$ cat src/rtl/cla_pkg.sv
// Package: shared sizes and the flat lookahead expression used at both levels.
// Assumes widths passed to the function are at most LA_MAXW bits.
package cla_pkg;
    localparam int LA_MAXW = 32;

    // Carry into position idx, written as a flat sum of products of the
    // generate/propagate vectors and the incoming carry (no recurrence).
    function automatic logic la_carry(input logic [LA_MAXW-1:0] gen,
                                      input logic [LA_MAXW-1:0] prop,
                                      input logic cin,
                                      input int idx);
        logic res;
        logic term;
        res = cin;
        for (int m = 0; m < idx; m++) res = res & prop[m];
        for (int k = 0; k < idx; k++) begin
            term = gen[k];
            for (int m = k + 1; m < idx; m++) term = term & prop[m];
            res = res | term;
        end
        return res;
    endfunction
endpackage

$ cat src/rtl/cla_pg_bits.sv
// Module: per-bit generate and propagate terms.
// Assumes nothing beyond equal-width operands.
module cla_pg_bits #(
    parameter int W = 16
) (
    input  logic [W-1:0] a,
    input  logic [W-1:0] b,
    output logic [W-1:0] g,
    output logic [W-1:0] p
);
    for (genvar i = 0; i < W; i++) begin : g_bit
        // Purpose: generate when both bits set, propagate when they differ.
        assign g[i] = a[i] & b[i];
        assign p[i] = a[i] ^ b[i];
    end
endmodule

$ cat src/rtl/cla_group.sv
// Module: one lookahead group. Computes its internal carries, sum bits,
// and the group generate/propagate for the second level.
// Assumes GW <= cla_pkg::LA_MAXW.
module cla_group
    import cla_pkg::*;
#(
    parameter int GW = 4
) (
    input  logic [GW-1:0] g,
    input  logic [GW-1:0] p,
    input  logic          cin,
    output logic [GW-1:0] s,
    output logic          grp_g,
    output logic          grp_p
);
    logic [LA_MAXW-1:0] g_ext;
    logic [LA_MAXW-1:0] p_ext;
    logic [GW-1:0]      c;

    // Purpose: zero-extend the terms for the shared lookahead function.
    always_comb begin
        g_ext = '0;
        p_ext = '0;
        g_ext[GW-1:0] = g;
        p_ext[GW-1:0] = p;
    end

    // Purpose: flat carry into each bit of the group, then the sum bits.
    always_comb begin
        for (int j = 0; j < GW; j++) c[j] = la_carry(g_ext, p_ext, cin, j);
        s = p ^ c;
    end

    // Purpose: group-level terms for the second lookahead level.
    always_comb begin
        grp_p = &p;
        grp_g = la_carry(g_ext, p_ext, 1'b0, GW);
    end

    // Purpose: a fully propagating group cannot also generate.
    always_comb begin

        grp_gp_excl_chk: assert (!(grp_g && grp_p))
            else $error("group generate and propagate both set");
    end
endmodule

$ cat src/rtl/cla_lookahead.sv
// Module: second-level lookahead unit. Forms the carry into each group and
// the final carry-out from the group terms and the external carry-in.
// Assumes NG <= cla_pkg::LA_MAXW.
module cla_lookahead
    import cla_pkg::*;
#(
    parameter int NG = 4
) (
    input  logic [NG-1:0] gg,
    input  logic [NG-1:0] gp,
    input  logic          cin,
    output logic [NG:0]   cgrp
);
    logic [LA_MAXW-1:0] gg_ext;
    logic [LA_MAXW-1:0] gp_ext;

    // Purpose: flat carry into every group boundary, including the top.
    always_comb begin
        gg_ext = '0;
        gp_ext = '0;
        gg_ext[NG-1:0] = gg;
        gp_ext[NG-1:0] = gp;
        for (int j = 0; j <= NG; j++) cgrp[j] = la_carry(gg_ext, gp_ext, cin, j);
    end

    // Purpose: each flat carry obeys the kill/propagate/generate recurrence.
    always_comb begin
        for (int j = 0; j < NG; j++) begin

            grp_generate_chk: assert (!gg[j] || cgrp[j+1])
                else $error("group %0d generated but no carry out", j);

            grp_propagate_chk: assert (!gp[j] || (cgrp[j+1] == cgrp[j]))
                else $error("group %0d propagate mismatch", j);

            grp_kill_chk: assert (gg[j] || gp[j] || !cgrp[j+1])
                else $error("group %0d killed but carry out", j);
        end
    end
endmodule

$ cat src/rtl/cla_adder_top.sv
// Module: two-level carry-lookahead adder top. Bit terms feed NG groups;
// group terms feed the second-level unit, whose carries feed back into the groups.
// Assumes W is a multiple of GW.
module cla_adder_top #(
    parameter int W  = 16,
    parameter int GW = 4
) (
    input  logic [W-1:0] op_x,
    input  logic [W-1:0] op_y,
    input  logic         ci,
    output logic [W-1:0] sum,
    output logic         co
);
    localparam int NG = W / GW;

    logic [W-1:0]  bg;
    logic [W-1:0]  bp;
    logic [NG-1:0] gg;
    logic [NG-1:0] gp;
    logic [NG:0]   cgrp;

    cla_pg_bits #(.W(W)) u_pg (
        .a(op_x), .b(op_y), .g(bg), .p(bp)
    );

    for (genvar k = 0; k < NG; k++) begin : g_grp
        cla_group #(.GW(GW)) u_grp (
            .g    (bg[k*GW +: GW]),
            .p    (bp[k*GW +: GW]),
            .cin  (cgrp[k]),
            .s    (sum[k*GW +: GW]),
            .grp_g(gg[k]),
            .grp_p(gp[k])
        );
    end

    cla_lookahead #(.NG(NG)) u_la (
        .gg(gg), .gp(gp), .cin(ci), .cgrp(cgrp)
    );

    // Purpose: carry-out is the carry past the top group.
    assign co = cgrp[NG];

    // Purpose: whole-adder result against arithmetic addition.
    always_comb begin

        add_result_chk: assert ({co, sum} == ({1'b0, op_x} + {1'b0, op_y} + {{W{1'b0}}, ci}))
            else $error("adder result mismatch");
    end
endmodule

$ cat config.mk
export PLATFORM = sky130hd
export DESIGN_NAME = cla_adder_top
export DESIGN_NICKNAME = d
export VERILOG_FILES = /design/src/rtl/cla_pkg.sv /design/src/rtl/cla_pg_bits.sv /design/src/rtl/cla_group.sv /design/src/rtl/cla_lookahead.sv /design/src/rtl/cla_adder_top.sv
export SDC_FILE = /design/constraint.sdc
export NUM_CORES = 1
export LEC_CHECK = 0
export BUFFER_PORTS_ARGS = -buffer_cell sky130_fd_sc_hd__buf_4
export CORE_MARGIN = 2
export CORE_UTILIZATION = 40
export DETAILED_ROUTE_END_ITERATION = 7
export PLACE_DENSITY = 0.81
export SLEW_MARGIN = 40
export SYNTH_ARGS = -nofsm -noshare
export SYNTH_HDL_FRONTEND = slang
export SYNTH_HIERARCHICAL = 1
export SYNTH_SLANG_ARGS = --single-unit
$ cat constraint.sdc
create_clock -name vclk -period 3.4
set_input_delay 0.17 -clock vclk [all_inputs]
set_output_delay 0.17 -clock vclk [all_outputs]
set_load 0.005 [all_outputs]
Word-level counts from Yosys, hierarchy flattened
Index checks and enable logic that the tools add are counted.

cells by class
  bitwise logic cells = 128
  reductions and logical operators = 4

operators with widths
  kind                 number
  AND 1 bit            62
  bitwise OR 1 bit     46
  AND reduction 4 bit  4
  XOR 1 bit            16
  XOR 4 bit            4

storage, ports and cells
  flip-flop bits (word level) = 0
  input bits = 33
  output and inout bits = 17
  word-level logic and storage cells = 132

Depth between registers and ports, before layout
Gate-level depths: netlist (run 1).

  depth in word-level cells = 19
  mapped depth = 10
  gate-level depth less buffers = 10

Hierarchy
The synthesis (run 1) kept the hierarchy.

modules (own cells, without submodules)
  module         instances  cells each  area an instance (µm²)  seq. area each (µm²)
  cla_group      4          17          96.3                    0.0
  cla_pg_bits    1          16          200.2                   0.0
  cla_lookahead  1          6           46.3                    0.0

Worst setup path after synthesis (run 1)
Ideal clock, no wire load.

  path kind = in2out
  from = input port op_x[1]
  to = output port sum[14]
  data arrival time = 1,870 ps
  required time = 3,230 ps
  slack = 1,360 ps
  stages on the path = 10
  buffers on the path = 0
  cells stage by stage = ha_1 a21oi_1 o21ai_0 a21o_1 a21o_1 a21o_1 ha_1 o21a_1 nor2_1 xnor2_1

on the way
  cells in the longest elaborated chain, start to end = 17
  elaborated cells between the ends (all ways) = 24
  those cells by class = bitwise: 23; reduce/logical: 1

RTL lines
  element                           RTL line             RTL
  from (decl)                       cla_adder_top.sv:8   input logic [W-1:0] op_x,
  XOR 1 bit                         cla_pg_bits.sv:14    assign p[i] = a[i] ^ b[i];
  AND 1 bit (3 in series)           cla_pkg.sv:18        for (int m = k + 1; m < idx; m++) term = term & prop[m];
  bitwise OR 1 bit * (3 in series)  cla_pkg.sv:19        res = res | term;
  named net gg[0]                   cla_adder_top.sv:18  logic [NG-1:0] gg;
  AND 1 bit * (2 in series)         cla_pkg.sv:18
  bitwise OR 1 bit * (3 in series)  cla_pkg.sv:19
  named net cgrp[3]                 cla_adder_top.sv:20  logic [NG:0] cgrp;
  AND 1 bit * (2 in series)         cla_pkg.sv:15        for (int m = 0; m < idx; m++) res = res & prop[m];
  bitwise OR 1 bit * (2 in series)  cla_pkg.sv:19
  XOR 4 bit *                       cla_group.sv:31      s = p ^ c;
  to (decl)                         cla_adder_top.sv:11  output logic [W-1:0] sum,

Mark *: on every way through the listed nets, which the timed path passes. The rest lies on a longest branch.

Worst setup path after layout (run 1)
  from = input port op_x[3]
  to = output port sum[14]

on the way
  cells in the longest elaborated chain, start to end = 15
  elaborated cells between the ends (all ways) = 22
  those cells by class = bitwise: 21; reduce/logical: 1

RTL lines
  element                           RTL line             RTL
  XOR 1 bit *                       cla_pg_bits.sv:14
  named net bp[3]                   cla_adder_top.sv:17  logic [W-1:0] bp;
  AND 1 bit                         cla_pkg.sv:18
  bitwise OR 1 bit                  cla_pkg.sv:19
  bitwise OR 1 bit * (2 in series)  cla_pkg.sv:19
  named net gg[0]                   cla_adder_top.sv:18
  AND 1 bit * (2 in series)         cla_pkg.sv:18
  bitwise OR 1 bit * (3 in series)  cla_pkg.sv:19
  named net cgrp[3]                 cla_adder_top.sv:20
  AND 1 bit * (2 in series)         cla_pkg.sv:15
  bitwise OR 1 bit * (2 in series)  cla_pkg.sv:19
  XOR 4 bit *                       cla_group.sv:31

Marks and branches as above.

==> Implementation_results.wiki, run 1 <==
{| class="wikitable"
! Metric !! Value
|-
| Setup crit start kind || input port
|-
| Worst hold path class || input port to output port
|-
| Number of flip-flops and latches || 0
|-
| Clock buffer cells || 0
|-
| Number of distinct library cells after synthesis || 14
|-
| Time the final worst path needs with I/O delays and setup || 2.416 ns
|-
| NumNets Final || 194
|-
| Core outline area || 0.001489 mm^2
|-
| Largest cells by area after synthesis || sky130_fd_sc_hd__ha_1 40%, sky130_fd_sc_hd__a21oi_1 9.5%, sky130_fd_sc_hd__nor2_1 9.5%, sky130_fd_sc_hd__xnor2_1 5.5%, sky130_fd_sc_hd__xor2_1 5.5%
|-
| DIE HEIGHT || 43.75 um
|-
| Number of design-rule violations left by the first detailed-router iteration || 7
|-
| Initial Util || 42.44%
|-
| Syn avg cell area || 7.021 um^2
|-
| Arrival time at the worst endpoint || 2.25 ns
|-
| Setup repair after global routing missed its margin || no
|-
| GR Overflow Total || 0
|-
| Run status || finished, final reports clean
|-
| Vias per cell || 5.271
|-
| Fraction of the cycle the final worst path needs || 71.05%
|-
| Number of I/O pins || 50
|-
| Area share of the largest cell type after synthesis || 39.60%
|-
| Wire length of the first global-routing pass || 2898 um
|-
| Area added between synthesis and finish || 61.39%
|-
| Post-route ant nets || 0
|-
| Vias after detailed routing || 817
|-
| Row count || 14
|-
| Buffers added on ports || 50
|-
| Worst-Margin Slew || 0.2704 ns
|-
| Total routing resource utilization after global routing || 18.56%
|-
| Number of hold-slack violations in the final timing report || 0
|-
| DRT met1 WL || 678 um
|-
| Max-slew violations || 0
|-
| Fmax achieved || 413.9 MHz
|-
| Final core utilization || 68.49%
|-
| Kind of critical path || input port to output port
|-
| Fill cells || 145
|-
| Final weighted congestion in routability-driven placement || 0.8316
|-
| Fraction of the yosys area taken by sequential cells || 0%
|-
| Largest fanout on the critical path || 4
|-
| Average detailed-routed wire length per instance || 11.45 um
|-
| Die area || 0.001914 mm^2
|-
| Number of warning messages in the yosys log || 6
|-
| Launch point of the critical path || op_x[3]
|-
| Router iterations before antenna repair || 4
|-
| HP Start || ci
|-
| Highest routed layer || met4
|-
| Power per cell area || 212.9 mW/mm^2
|-
| Count of inserted antenna diode cells || 0
|-
| Number of instances in the placed design || 155
|-
| Initial antenna violation count || 0
|-
| Die width || 43.75 um
|-
| Count of instances resized after the clock tree is built || 0
|-
| Setup crit end || sum[14]
|-
| Half-perimeter wire length after detailed placement || 1653 um
|-
| Mapped Nets || 143
|-
| Post-route insts no fill || 155
|-
| Slew headroom || 81.78%
|-
| Wirelength, routed || 1774 um
|-
| Max IR drop VDD || 112.6 uV
|-
| Number of post-CTS setup repair buffers || 0
|-
| Cell taking the most area after synthesis || sky130_fd_sc_hd__ha_1
|-
| Drc violations || 0
|-
| Element type at the critical path end || output port
|-
| Leakage || 0.5507 nW
|-
| Number of global-route vias before repair || 785
|-
| Cell Area, Synth || 631.9 um^2
|-
| Detail Route met3 WL || 102 um
|-
| Hold-fix buffers, CTS || 0
|-
| Routed wire length on met2 || 974 um
|-
| Setup violations, final || 0
|-
| Gate count after technology mapping || 90
|-
| Combined flip-flop and latch cell area || 0 um^2
|-
| Fin Setup TNS || 0 ns
|-
| Max_cap viols || 0
|-
| Required time at the endpoint of the critical path || 3.23 ns
|-
| Pin count of the biggest net entering global routing || 5
|-
| Proportion of layout cells with a drive suffix above 1 || 38.85%
|}
==> worst min path at each step <==
stage | endpoint | slack, ns | depth (start not counted)
3_5_place_dp | sum[0] | 0.65 | 3
6_report | sum[0] | 0.65 | 3
4_1_cts | sum[0] | 0.65 | 3
3_3_place_gp | sum[0] | 0.64 | 3
2_1_floorplan | sum[0] | 0.53 | 2
5_1_grt | sum[0] | 0.66 | 3
==> cell families (layout without fill, tap and decap cells) <==
kind of cell | count (synthesis) | after routing | synth area share [%]
compound gates | 29 | 29 | 26.73
xor+xnor | 8 | 8 | 11.09
fa+ha+maj | 20 | 20 | 39.60
buf+inv | 1 | 50 | 1.189
simple gates | 32 | 32 | 21.39
==> layout make-up <==
class              instances  area, um^2  area share (%)
multi-input cells         89       624.3           61.23
well taps                 16       20.02           1.963
repair buffers            50       375.4           36.81
==> cell usage in the layout (no fill, tap or decap) <==
cell	n
sky130_fd_sc_hd__xnor2_1	4
sky130_fd_sc_hd__xor2_1	4
sky130_fd_sc_hd__nand2_1	8
sky130_fd_sc_hd__buf_4	50
sky130_fd_sc_hd__ha_1	20
sky130_fd_sc_hd__a31o_1	1
sky130_fd_sc_hd__a21oi_1	12
sky130_fd_sc_hd__o21ai_0	4
sky130_fd_sc_hd__o21ai_1	4
sky130_fd_sc_hd__a21o_1	4
sky130_fd_sc_hd__nor3_1	4
sky130_fd_sc_hd__nor2_1	16
sky130_fd_sc_hd__nand2_2	4
sky130_fd_sc_hd__o21a_1	4
==> where the power goes <==
| group | internal [mW] | leakage (nW) | switching [mW] |
|---|---|---|---|
| Combinational | 0.125 | 0.551 | 0.0921 |
| Sequential | 0 | 0 | 0 |
| Clock | 0 | 0 | 0 |
| Total | 0.125 | 0.551 | 0.0921 |
==> critical path, stage by stage <==
cell and delay, ns:
sky130_fd_sc_hd__buf_4 0.11, sky130_fd_sc_hd__ha_1 0.34, sky130_fd_sc_hd__a21oi_1 0.17, sky130_fd_sc_hd__o21ai_0 0.11, sky130_fd_sc_hd__a21o_1 0.18, sky130_fd_sc_hd__a21o_1 0.21
sky130_fd_sc_hd__a21o_1 0.18, sky130_fd_sc_hd__ha_1 0.20, sky130_fd_sc_hd__o21a_1 0.20, sky130_fd_sc_hd__nor2_1 0.11, sky130_fd_sc_hd__xnor2_1 0.14, sky130_fd_sc_hd__buf_4 0.14
==> per-layer routing <==
metal | track usage [%] | vias to the layer above
li1 | - | 425
met1 | 20.00 | 361
met2 | 40.00 | 29
met3 | 0 | 2
met4 | 1.818 | 0
met5 | 0 | -
==> stage by stage <==
stage / setup WS, ns / power [mW] / area, um^2 / hold WS, ns
2_1_floorplan: 1.360 / 0.1115 / 631.9 / 0.5337
3_3_place_gp: 1.066 / 0.2138 / 1020 / 0.6416
3_5_place_dp: 0.9690 / 0.2185 / 1020 / 0.6475
4_1_cts: 0.9703 / 0.2194 / 1020 / 0.6477
5_1_grt: 0.8518 / 0.2392 / 1020 / 0.6607
6_report: 0.9841 / 0.2171 / 1020 / 0.6475
==> synth_stat cells, drive strengths merged <==
library cell and number:
ha 20, nor2 16, a21oi 12, nand2 12, o21ai 8, a21o 4, nor3 4, o21a 4
xnor2 4, xor2 4, a31o 1, buf 1
(Power assumes the default switching activity.)
==> inputs of run 2 (changes only) <==
CORE_UTILIZATION = 38   (was 40)
clock period = 2.2 ns   (was 3.4 ns; I/O delays follow)
==> run 2 against run 1 <==
  * Hold slack lost 0.13 ns
  * Flip-flop and latch count did not move
  * Highest routed layer unchanged
  * Clock-buffer cell count stayed put
  * Largest power group unchanged
==> Implementation_results.wiki, run 2 (synthesis gave the netlist of run 1 again) <==
{| class="wikitable"
! Metric !! Value
|-
| Wirelength, routed || 1810 um
|-
| Highest routed layer || met4
|-
| Proportion of layout cells with a drive suffix above 1 || 43.97%
|-
| Element type at the critical path end || output port
|-
| Fraction of the cycle the final worst path needs || 95.15%
|-
| Die width || 44.78 um
|-
| Core outline area || 0.001524 mm^2
|-
| Combined flip-flop and latch cell area || 0 um^2
|-
| DRT met1 WL || 674 um
|-
| Required time at the endpoint of the critical path || 2.09 ns
|-
| Number of design-rule violations left by the first detailed-router iteration || 14
|-
| Run status || finished, final reports clean
|-
| Number of instances in the placed design || 157
|-
| Number of global-route vias before repair || 799
|-
| DIE HEIGHT || 44.78 um
|-
| Worst hold path class || input port to output port
|-
| Fin Setup TNS || 0 ns
|-
| Leading cell type in the layout, fill and taps excluded || sky130_fd_sc_hd__buf_4
|-
| Final weighted congestion in routability-driven placement || 0.7984
|-
| Drc violations || 0
|-
| Max IR drop VDD || 180.8 uV
|-
| Number of hold-slack violations in the final timing report || 0
|-
| Largest fanout on the critical path || 3
|-
| Average detailed-routed wire length per instance || 11.53 um
|-
| Post-route insts no fill || 157
|-
| Half-perimeter wire length after detailed placement || 1573 um
|-
| Count of inserted antenna diode cells || 0
|-
| Post-route ant nets || 0
|-
| Power after layout || 354.7 uW
|-
| Pin count of the biggest net entering global routing || 5
|-
| Setup crit start kind || input port
|-
| Fmax achieved || 477.7 MHz
|-
| Arrival time at the worst endpoint || 1.98 ns
|-
| Slew headroom || 81.57%
|-
| GR Overflow Total || 0
|-
| Wire length of the first global-routing pass || 2891 um
|-
| Time the final worst path needs with I/O delays and setup || 2.093 ns
|-
| Row count || 14
|-
| Max-slew violations || 0
|-
| Vias per cell || 5.242
|-
| Initial antenna violation count || 0
|-
| Clock buffer cells || 0
|-
| Power per cell area || 330.8 mW/mm^2
|-
| Number of I/O pins || 50
|-
| Die area || 0.002005 mm^2
|-
| NumNets Final || 196
|-
| Area added between synthesis and finish || 69.70%
|-
| Final core utilization || 70.36%
|-
| Worst-Margin Slew || 0.2736 ns
|-
| Most used cells in the layout excluding fill and tap cells || 52 x sky130_fd_sc_hd__buf_4, 16 x sky130_fd_sc_hd__nor2_1, 16 x sky130_fd_sc_hd__ha_1, 10 x sky130_fd_sc_hd__a21oi_1, 8 x sky130_fd_sc_hd__nand2_1
|-
| Detail Route met3 WL || 160 um
|-
| Routed wire length on met2 || 966 um
|-
| Number of post-CTS setup repair buffers || 0
|-
| Hold-fix buffers, CTS || 0
|-
| Total routing resource utilization after global routing || 18.02%
|-
| Setup violations, final || 0
|-
| Kind of critical path || input port to output port
|-
| Leakage || 0.5581 nW
|-
| Initial Util || 41.46%
|-
| Buffers added on ports || 50
|-
| Router iterations before antenna repair || 4
|-
| Vias after detailed routing || 823
|-
| Max_cap viols || 0
|-
| Fill cells || 130
|-
| Number of flip-flops and latches || 0
|}
run 2: changes by cell type in the layout (fill, tap and decap cells not counted), sizes merged:
cell / before / now
buf: 50 / 52
run 2: layer usage:
metal / global-route usage (%) / vias to the layer above
li1: - / 430
met1: 20.00 / 356
met2: 35.07 / 35
met3: 2.000 / 2
met4: 5.882 / 0
met5: 0 / -
run 2: cell type report:
type                            count  area (um^2)  share of cell area, %
Tap cell                           16        20.02                  1.867
Timing Repair Buffer               52        390.4                  36.41
Multi-Input combinational cell     89        661.9                  61.73
run 2: what timing repair did:
item | in CTS | in global routing
resized for setup | 2 | 5
pin swaps | 0 | 1
hold endpoints to repair | 0 | 0
endpoints found under the setup margin | 2 | 3
run 2: final timing paths:
path,from,end,slack [ns],cells past startpoint
setup / recovery,op_x[1],sum[14],0.11,12
hold / removal,ci,sum[0],0.51,3
run 2: through the flow:
| step | worst slack [ns] | cell area, um^2 | hold slack (ns) |
|---|---|---|---|
| 2_1_floorplan | 0.2801 | 631.9 | 0.4137 |
| 5_1_grt | -0.001253 | 1072 | 0.5252 |
| 6_report | 0.1068 | 1072 | 0.5139 |
| 3_3_place_gp | 0.01879 | 1035 | 0.5150 |
| 3_5_place_dp | -0.03974 | 1035 | 0.5146 |
| 4_1_cts | 0.02402 | 1060 | 0.5146 |
run 2: worst max-delay path, stage by stage:
cell                      delay, ns
sky130_fd_sc_hd__buf_4         0.12
sky130_fd_sc_hd__ha_4          0.25
sky130_fd_sc_hd__a21oi_2       0.13
sky130_fd_sc_hd__o21ai_1       0.08
sky130_fd_sc_hd__a21o_1        0.17
sky130_fd_sc_hd__a21o_1        0.19
sky130_fd_sc_hd__a21o_1        0.18
sky130_fd_sc_hd__ha_2          0.18
sky130_fd_sc_hd__o21a_1        0.20
sky130_fd_sc_hd__nor2_1        0.13
sky130_fd_sc_hd__xnor2_1       0.13
sky130_fd_sc_hd__buf_4         0.13
run 2: report_power, final:
| group | switching, mW | leakage [nW] | total [mW] | internal, mW |
|---|---|---|---|---|
| sequential | 0 | 0 | 0 | 0 |
| combinational | 0.149 | 0.558 | 0.355 | 0.206 |
| clock | 0 | 0 | 0 | 0 |
| total | 0.149 | 0.558 | 0.355 | 0.206 |
==> inputs of run 3 (changes only) <==
ABC_CLOCK_PERIOD_IN_PS = 2200   (was not set)
GPL_ROUTABILITY_DRIVEN = 0   (was not set)
RECOVER_POWER = 50   (was not set)
==> run 3 against run 2 <==
  * Worst setup slack is essentially flat
  * Utilization did not move
  * Flip-flop and latch count unchanged
  * Fmax is essentially flat
  * Combinational power about the same
  * Clock-buffer cell count unchanged
  * Power decreased by 0.52%
  * Die area did not move
  * Critical path type unchanged
  * Largest power group unchanged
==> Implementation_results.wiki, run 3 (synthesis gave the netlist of run 1 again) <==
{| class="wikitable"
! Metric !! Value
|-
| Run status || finished, final reports clean
|-
| Setup crit start kind || input port
|-
| Number of I/O pins || 50
|-
| Kind of critical path || input port to output port
|-
| NumNets Final || 196
|-
| Drc violations || 0
|-
| Wire length of the first global-routing pass || 2891 um
|-
| Number of post-CTS setup repair buffers || 0
|-
| DIE HEIGHT || 44.78 um
|-
| Setup violations, final || 0
|-
| Cell family with the largest share of critical-path delay || compound AO/OA/AOI/OAI gates
|-
| Leading cell type in the layout, fill and taps excluded || sky130_fd_sc_hd__buf_4
|-
| Die width || 44.78 um
|-
| Most used cell along the critical path || sky130_fd_sc_hd__a21o_1
|-
| Largest fanout on the critical path || 3
|-
| Combined buffer and inverter count along the critical path || 2
|-
| Element type at the critical path end || output port
|-
| Half-perimeter wire length after detailed placement || 1573 um
|-
| Fin Setup TNS || 0 ns
|-
| Initial antenna violation count || 0
|-
| Router iterations before antenna repair || 4
|-
| Post-route ant nets || 0
|-
| GR Overflow Total || 0
|-
| Max IR drop VDD || 178.7 uV
|-
| Slew headroom || 81.57%
|-
| Max-slew violations || 0
|-
| Vias per cell || 5.242
|-
| Number of global-route vias before repair || 799
|-
| Number of design-rule violations left by the first detailed-router iteration || 14
|-
| Required time at the endpoint of the critical path || 2.09 ns
|-
| Fraction of the cycle the final worst path needs || 95.15%
|-
| Worst-Margin Slew || 0.2736 ns
|-
| Final core utilization || 70.36%
|-
| Vias after detailed routing || 823
|-
| Core outline area || 0.001524 mm^2
|-
| Wirelength, routed || 1805 um
|-
| Sequence of cells on the critical path || buf_4, ha_4, a21oi_2, o21ai_1, a21o_1, a21o_1, a21o_1, ha_2, o21a_1, nor2_1, xnor2_1, buf_4
|-
| Proportion of layout cells with a drive suffix above 1 || 43.97%
|-
| Leakage || 0.5576 nW
|-
| Max_cap viols || 0
|-
| Max incr delay on CP || 0.25 ns
|-
| Average detailed-routed wire length per instance || 11.50 um
|-
| Area added between synthesis and finish || 69.70%
|-
| Time the final worst path needs with I/O delays and setup || 2.093 ns
|-
| Die area || 0.002005 mm^2
|-
| Count of inserted antenna diode cells || 0
|-
| Post-Route Hold Slack || 0.5322 ns
|-
| Initial Util || 41.46%
|-
| Worst hold path class || input port to output port
|-
| Pin count of the biggest net entering global routing || 5
|-
| Number of instances in the placed design || 157
|-
| Total routing resource utilization after global routing || 18.02%
|-
| Most used cells in the layout excluding fill and tap cells || 49 x sky130_fd_sc_hd__buf_4, 16 x sky130_fd_sc_hd__nor2_1, 16 x sky130_fd_sc_hd__ha_1, 10 x sky130_fd_sc_hd__a21oi_1, 8 x sky130_fd_sc_hd__nand2_1
|-
| Arrival time at the worst endpoint || 1.98 ns
|-
| Number of flip-flops and latches || 0
|-
| Power after layout || 352.8 uW
|-
| Combined flip-flop and latch cell area || 0 um^2
|-
| Number of hold-slack violations in the final timing report || 0
|-
| Post-route insts no fill || 157
|-
| Fmax achieved || 477.7 MHz
|-
| Buffers added on ports || 50
|-
| Slowest stage cell on the critical path || sky130_fd_sc_hd__ha_4
|-
| Power per cell area || 329.0 mW/mm^2
|-
| Row count || 14
|-
| Clock buffer cells || 0
|}
## run 3: changes by cell type in the layout (fill, tap and decap cells not counted), sizes merged
cell and change:
buf -3, clkbuf +3
## run 3: where the power goes
part           total (mW)  internal [mW]  leakage [nW]  switching (mW)
combinational       0.353          0.205         0.558           0.148
clock                   0              0             0               0
sequential              0              0             0               0
total               0.353          0.205         0.558           0.148
## run 3: repair_timing
action	4_1_cts	5_1_grt
resized for setup	2	5
endpoints found under the setup margin	2	3
pin swaps	0	1
hold buffers	0	0
hold endpoints to repair	0	0
## run 3: cell type report
class | instances | area [um^2]
multi-input combinational | 89 | 661.9
fill | 130 | 451.7
timing repair buffer | 52 | 390.4
tap | 16 | 20.02
## run 3: layer usage
metal  global-route usage (%)  wire length, um
met1                    20.00              676
met2                    35.07              963
met3                    2.000              156
met4                    5.882                9
met5                        0                0
## run 3: worst paths after layout
path              startpoint       to  slack, ns  cells past startpoint
setup / recovery     op_x[1]  sum[14]       0.11                     12
hold / removal            ci   sum[0]       0.53                      3
## run 3: per-stage QoR
stage                     area [um^2]  setup slack [ns]
final                            1072            0.1068
after global routing             1072         -0.001253
after global placement           1035           0.01879
after floorplan                 631.9            0.2801
after detailed placement         1035          -0.03974
after CTS                        1060           0.02402
